**config.mk**
```make
export PLATFORM = sky130hd
export DESIGN_NAME = spare_remap
export DESIGN_NICKNAME = d
export VERILOG_FILES = /design/src/rtl/spare_remap.sv
export SDC_FILE = /design/constraint.sdc
export NUM_CORES = 1
export LEC_CHECK = 0
export CORE_MARGIN = 5
export CORE_UTILIZATION = 65
export CTS_BUF_LIST = sky130_fd_sc_hd__clkbuf_4 sky130_fd_sc_hd__clkbuf_8 sky130_fd_sc_hd__clkbuf_16
export DETAILED_ROUTE_END_ITERATION = 12
export HOLD_SLACK_MARGIN = 0.15
export PLACE_DENSITY = 0.84
export RECOVER_POWER = 50
export SLEW_MARGIN = 20
export SYNTH_ARGS = -nofsm -noshare
export SYNTH_HDL_FRONTEND = slang
export SYNTH_SLANG_ARGS = --single-unit
```
**constraint.sdc**
```tcl
create_clock -name clk -period 60.7 [get_ports clk]
set_input_delay 6.07 -clock clk [delete_from_list [all_inputs] [get_ports clk]]
set_output_delay 6.07 -clock clk [all_outputs]
set_load 0.03 [all_outputs]
```
**src/rtl/spare_remap.sv**
```systemverilog
module spare_remap #(
  parameter int N_UNITS  = 16,
  parameter int N_GEN    = 8,
  parameter int N_COUPLE = 2,
  parameter int N_HOSTED = 1,
  parameter int LNUM_W   = 4,
  parameter int ID_W     = $clog2(N_UNITS)
) (
  input  logic              clk,
  input  logic              rst_n,
  input  logic              fail_valid,
  output logic              fail_ready,
  input  logic [ID_W-1:0]   fail_unit,
  input  logic [ID_W-1:0]   lk_unit,
  output logic [2:0]        lk_role,
  output logic [LNUM_W-1:0] lk_num,
  input  logic [LNUM_W-1:0] lg_num,
  output logic              lg_hit,
  output logic [ID_W-1:0]   lg_unit,
  output logic              evt_done,
  output logic              evt_took_spare,
  output logic [ID_W-1:0]   evt_unit,
  output logic              evt_no_spare,
  output logic              evt_cap_lost,
  output logic [LNUM_W-1:0] evt_lost_num
);
  localparam logic [2:0] R_FAILED  = 3'd0;
  localparam logic [2:0] R_COMPUTE = 3'd1;
  localparam logic [2:0] R_ASSIST  = 3'd2;
  localparam logic [2:0] R_MASTER  = 3'd3;
  localparam logic [2:0] R_SPARE   = 3'd4;
  localparam logic [2:0] R_COUPLE  = 3'd5;
  localparam logic [2:0] R_HOSTED  = 3'd6;
  localparam int END_GEN    = 2 + N_GEN;
  localparam int END_COUPLE = END_GEN + N_COUPLE;
  localparam int END_HOSTED = END_COUPLE + N_HOSTED;

  function automatic logic [2:0] init_role(int i);
    if (i == 0)               return R_MASTER;
    else if (i == 1)          return R_ASSIST;
    else if (i < END_GEN)     return R_COMPUTE;
    else if (i < END_COUPLE)  return R_COUPLE;
    else if (i < END_HOSTED)  return R_HOSTED;
    else                      return R_SPARE;
  endfunction

  function automatic logic is_gen(logic [2:0] r);
    return (r == R_COMPUTE) || (r == R_COUPLE) || (r == R_HOSTED);
  endfunction

  logic [2:0]        role_q [N_UNITS];
  logic [LNUM_W-1:0] num_q  [N_UNITS];

  logic              accept, in_rng, needs, spare_hit, take_hit;
  logic [2:0]        vrole;
  logic [LNUM_W-1:0] vnum, take_num;
  logic [ID_W-1:0]   spare_idx, take_idx;
  logic              do_spare, do_take, no_spare;

  assign fail_ready = rst_n;
  assign accept     = fail_valid && fail_ready;
  assign in_rng     = int'(fail_unit) < N_UNITS;
  assign vrole      = in_rng ? role_q[fail_unit] : R_FAILED;
  assign vnum       = in_rng ? num_q[fail_unit] : '0;
  assign needs      = is_gen(vrole) || (vrole == R_ASSIST) || (vrole == R_MASTER);

  always_comb begin
    spare_hit = 1'b0;
    spare_idx = '0;
    for (int i = N_UNITS - 1; i >= 0; i--) begin
      if (role_q[i] == R_SPARE) begin
        spare_hit = 1'b1;
        spare_idx = ID_W'(i);
      end
    end
  end

  always_comb begin
    take_hit = 1'b0;
    take_idx = '0;
    take_num = '0;
    for (int i = 0; i < N_UNITS; i++) begin
      if (role_q[i] == R_COMPUTE && (!take_hit || num_q[i] > take_num)) begin
        take_hit = 1'b1;
        take_idx = ID_W'(i);
        take_num = num_q[i];
      end
    end
  end

  assign do_spare = accept && needs && spare_hit;
  assign do_take  = accept && (vrole == R_MASTER) && !spare_hit && take_hit;
  assign no_spare = accept && needs && !spare_hit;

  always_ff @(posedge clk) begin
    if (!rst_n) begin
      for (int i = 0; i < N_UNITS; i++) begin
        role_q[i] <= init_role(i);
        num_q[i]  <= is_gen(init_role(i)) ? LNUM_W'(i - 2) : '0;
      end
    end else if (accept && in_rng) begin
      role_q[fail_unit] <= R_FAILED;
      num_q[fail_unit]  <= '0;
      if (do_spare) begin
        role_q[spare_idx] <= vrole;
        num_q[spare_idx]  <= vnum;
      end
      if (do_take) begin
        role_q[take_idx] <= R_MASTER;
        num_q[take_idx]  <= '0;
      end
    end
  end

  always_ff @(posedge clk) begin
    if (!rst_n) begin
      evt_done       <= 1'b0;
      evt_took_spare <= 1'b0;
      evt_unit       <= '0;
      evt_no_spare   <= 1'b0;
      evt_cap_lost   <= 1'b0;
      evt_lost_num   <= '0;
    end else begin
      evt_done       <= accept;
      evt_took_spare <= do_spare;
      evt_unit       <= do_spare ? spare_idx : (do_take ? take_idx : '0);
      evt_no_spare   <= no_spare;
      evt_cap_lost   <= do_take;
      evt_lost_num   <= do_take ? take_num : '0;
    end
  end

  assign lk_role = role_q[lk_unit];
  assign lk_num  = num_q[lk_unit];

  always_comb begin
    lg_hit  = 1'b0;
    lg_unit = '0;
    for (int i = N_UNITS - 1; i >= 0; i--) begin
      if (is_gen(role_q[i]) && num_q[i] == lg_num) begin
        lg_hit  = 1'b1;
        lg_unit = ID_W'(i);
      end
    end
  end
endmodule

```
-- Yosys cells after proc, flatten, opt, wreduce, memory -nomap -nowiden
Memory sizes are Yosys's and may differ from the RTL's.
Cells that the tools add are included.
- order comparisons: 15
- equality and inequality tests: 103
- mux-type cells: 164
- reductions and logical operators: 124
- operators by type and width (kind ; number):
    4-bit 2-to-1 mux ; 81
    3-bit equality test, second input constant ; 62
    3-bit by 1-bit equality test with 1-bit output, second input constant ; 23
    1-bit 2-to-1 mux ; 68
    4-bit equality test ; 16
    1-bit logical OR ; 63
    4-bit greater-than comparator ; 15
    3-bit 2-to-1 mux ; 13
    1-bit logical AND ; 38
    1-bit zero test ; 16
    4-bit OR reduction ; 3
    3-bit OR reduction ; 3
    3-bit by 2-bit equality test with 1-bit output, second input constant ; 2
    2-bit 2-to-1 mux ; 2
    2-bit AND reduction ; 1
- bits in registers: 12
- memory bits (writable): 112
- bits of input ports: 15
- memories: 2
- memory list (name ; words ; width ; read ports ; clocked after memory_dff ; wr ports ; line ; source):
    num_q ; 16 ; 4 ; 18 ; 0 ; 16 ; 52 ; logic [LNUM_W-1:0] num_q [N_UNITS];
    role_q ; 16 ; 3 ; 18 ; 0 ; 16 ; 51 ; logic [2:0] role_q [N_UNITS];

-- Logic depth before layout (Yosys ltp)
An unclocked memory read counts as a cell.
- word-level depth: 70
- mapped depth: 142
- depth with buffers taken out: 137

-- Worst setup path after synthesis
No wires, ideal clock.
- kind: register to register
- start point: memory role_q[0][1]
- end point: memory num_q[10][0] (enable)
- library setup time: 289 ps
- arrival time: 24270 ps
- required time: 60411 ps
- setup slack: 36141 ps
- cell stages (with the launch flop): 135
- path buffers: 6
- cell sequence: edfxtp_1 > nor3b_2 > nand2_1 > ha_1 > nor2b_1 > o211ai_1 > a31oi_1 > mux2i_1 > inv_1 > ha_1 > a21oi_1 > o21ai_0 > a2bb2oi_1 > mux2_2 > inv_1 > ha_1 > a21oi_1 > o21ai_0 > [... 99 more ...] > a21oi_1 > ha_1 > o21ai_0 > nand2b_1 > a21oi_1 > a41o_1 > a21boi_0 > clkbuf_1 > and2_1 > a311oi_1 > nor2b_1 > a41oi_1 > o21ai_1 > nor2b_1 > clkbuf_1 > and2_1 > buf_2 > or3b_1
- RTL lines (what ; line):
    start: declaration ; 51
    end: declaration ; 52

==> results.json <==
{
  "status": "finished with violations",
  "violations": "capacitance limit, slew limit",
  "hp-class": "reg -> reg",
  "synth-async-reset-ratio_pct": 0,
  "cp_max_fo": 14,
  "slowest_stage": "o311ai_0",
  "grt_pass1_vias": 9907,
  "rows": 48,
  "hold_viol_final": 0,
  "syn_inst": 1168,
  "skew_ns": 0.008915,
  "synth_warnings": 0,
  "gp_congestion": 1.042,
  "syn_area_mm2": 0.01129,
  "dp_slack_ns": 30.90,
  "synth.net_count": 1237,
  "cpMostUsedCell": "a21oi_1",
  "power-per-cell-area_mw_per_mm2": 28.11,
  "stdcell_area_mm2": 0.01239,
  "synth_cell_types": 77,
  "dieArea_mm2": 0.02011,
  "drt-initial-drc-count": 1624,
  "cts_hold_buf": 0,
  "io-pin-count": 40,
  "seq_power_share_pct": 29.7,
  "wl_per_cell_um": 26.72,
  "rsz0062_at_grt": "false",
  "swShare_pct": 36.65,
  "core_area_mm2": 0.01718,
  "dpl-instance-area_mm2": 0.01180,
  "required_ns": 60.77,
  "pwr-share-comb_pct": 38.5,
  "clock-root-buffer": "clkbuf_16",
  "port_buffers": 39,
  "syn_to_final_growth_pct": 9.740,
  "diodes": 0,
  "post-route-drc-count": 0,
  "worst_pin_slew_ns": 2.866,
  "timing.fmax_mhz": 31.14,
  "cts_tree": "yes",
  "synth_edf_count": 112,
  "cts_sinks": 124,
  "die_x_um": 141.8,
  "drt-pass1-iter-count": 9,
  "synthFlopType": "edfxtp_1",
  "finalSetupTns_ns": 0,
  "post-route-period-util_pct": 52.91,
  "clk_path_buf_depth": 2,
  "final_nets": 1248,
  "grt_pass1_wl_um": 57570,
  "cap_violations": 2,
  "wl_um": 37860,
  "power.internal_mw": 0.2207,
  "final_layout_size_suffix_gt1_share_pct": 12.75,
  "htreeDepth": 4,
  "cts_resized": 0,
  "routed-via-count": 10410,
  "clkTransAtPathRegs_ns": 0.07,
  "seq_area_frac_synth_pct": 31.91,
  "clkLatencyLatePin_ns": 0.43,
  "start_util_pct": 65.74,
  "slew_headroom_pct": -91.06,
  "setup_ws_ns": 28.58,
  "slowest_delay_ns": 0.88,
  "grt_max_degree": 38,
  "antenna_found_initial": 1,
  "timing.final.crit_period_ns": 32.12,
  "start_kind": "flop",
  "die_height_um": 141.8,
  "p_leak_nw": 4.848,
  "antenna_left": 0,
  "post_cts_buffers": 0,
  "critPathArrivalTime_ns": 32.18,
  "cp-end-kind": "flop",
  "syn_avg_cell_area_um2": 9.668,
  "synth-seq-cells": 124,
  "drv_slew": 67,
  "cts_made_buffers": 17,
  "fillerInstances": 1313,
  "dp_hpwl_um": 28080,
  "crit_type": "reg -> reg",
  "grt_usage_pct": 37.93,
  "pwr-share-clk_pct": 31.8,
  "setup_viol": 0,
  "viasPerCell": 7.347,
  "switching_power_mw": 0.1277,
  "ir_drop_mv": 0.01972,
  "grt.overflow.total": 0
}
[layer usage]
metal  share of wire (%)  wire [µm]  GRT usage [%]
met1                  36      13770          53.33
met2                  42      15750          54.72
met3                  17       6303          10.85
met4                 5.3       2022          17.17
met5               0.018          7              0
[final cells by class]
class / instances / area (µm²) / share of cell area (%)
inverter: 69 / 259.0 / 2.090
timing repair buffer: 49 / 439.2 / 3.544
clock buffer: 18 / 432.9 / 3.494
sequential: 124 / 3603 / 29.08
clock inverter: 14 / 192.7 / 1.555
tap: 225 / 281.5 / 2.272
multi-input combinational: 918 / 7183 / 57.97
[critical path: cells and delay by family, from the launching register on]
family | cells | cell delay, ns
AO/OA/AOI/OAI | 64 | 15.15
adder cells (fa/ha/maj) | 15 | 4.26
buffers and inverters | 8 | 0.57
flip-flops | 1 | 0.51
multiplexers | 6 | 2.17
AND/OR/NAND/NOR | 37 | 9.06
[metrics by stage]
step,hold WS [ns],cells,total power [mW],util (%)
after floorplan,0.5795,1168,0.2008,-
after global routing,0.8645,1417,0.3638,72.14
after detailed placement,0.7734,1385,0.2354,68.70
after global placement,0.7720,1385,0.2322,68.70
after CTS,0.7998,1417,0.3448,72.34
final,0.8178,1417,0.3483,72.14
[cell usage after synthesis (21+ instances only)]
| cell | n | area (µm²) |
|---|---|---|
| nor2_1 | 126 | 473.0 |
| edfxtp_1 | 112 | 3363 |
| a21oi_1 | 69 | 345.3 |
| nand2_1 | 80 | 300.3 |
| xor2_1 | 28 | 245.2 |
| ha_1 | 54 | 675.7 |
| xnor2_1 | 36 | 315.3 |
| inv_1 | 68 | 255.2 |
| nor3_1 | 23 | 115.1 |
| clkbuf_1 | 43 | 161.4 |
| o21ai_0 | 46 | 230.2 |
| nand2b_1 | 21 | 131.4 |
| nand3_1 | 40 | 200.2 |
| mux2i_1 | 44 | 440.4 |
| mux4_2 | 68 | 1531 |
[power by group through the flow]
stage	registers [mW]	logic (mW)	clock network, mW
global placement	0.104	0.128	0
finish	0.103	0.134	0.111
CTS	0.103	0.132	0.110
detailed placement	0.104	0.131	0
global route	0.103	0.147	0.114
floorplan	0.102	0.0986	0
[worst paths after layout]
path	from	endpoint	slack, ns	depth (start not counted)
hold reg to reg	num_q[15][1]$_SDFFCE_PN0P_	evt_lost_num[1]$_SDFF_PN0_	0.82	2
hold / removal	num_q[15][1]$_SDFFCE_PN0P_	evt_lost_num[1]$_SDFF_PN0_	0.82	2
setup reg to reg	role_q[0][1]$_DFFE_PP_	num_q[6][3]$_SDFFCE_PN0P_	28.58	130
setup / recovery	role_q[0][1]$_DFFE_PP_	num_q[6][3]$_SDFFCE_PN0P_	28.58	130
[cell families after synthesis]
logic type,synth area share (%)
fa+ha+maj,5.983
compound gates,14.03
simple gates,19.98
buf+inv,4.277
mux,18.86
xor+xnor,4.964
flops,31.91
[cells in the final DEF (no fill, tap or decap), types with 21 or more instances in the layout]
| cell | Yosys | routed |
|---|---|---|
| edfxtp_1 | 112 | 112 |
| nor2_1 | 126 | 126 |
| nor3_1 | 23 | 23 |
| dlygate4sd3_1 | 0 | 25 |
| inv_1 | 68 | 68 |
| a21oi_1 | 69 | 69 |
| mux2i_1 | 44 | 44 |
| nand3_1 | 40 | 40 |
| mux4_2 | 68 | 68 |
| xnor2_1 | 36 | 36 |
| nand2_1 | 80 | 83 |
| o21ai_0 | 46 | 48 |
| ha_1 | 54 | 54 |
| nand2b_1 | 21 | 21 |
| xor2_1 | 28 | 28 |
[sequential cells by signal, summed over array words and instances (netlist names)]
signal,count
evt_cap_lost,1
num_q,64
evt_unit,4
evt_took_spare,1
evt_no_spare,1
evt_done,1
role_q,48
evt_lost_num,4
No activity file was read; power rests on OpenSTA's default activity.
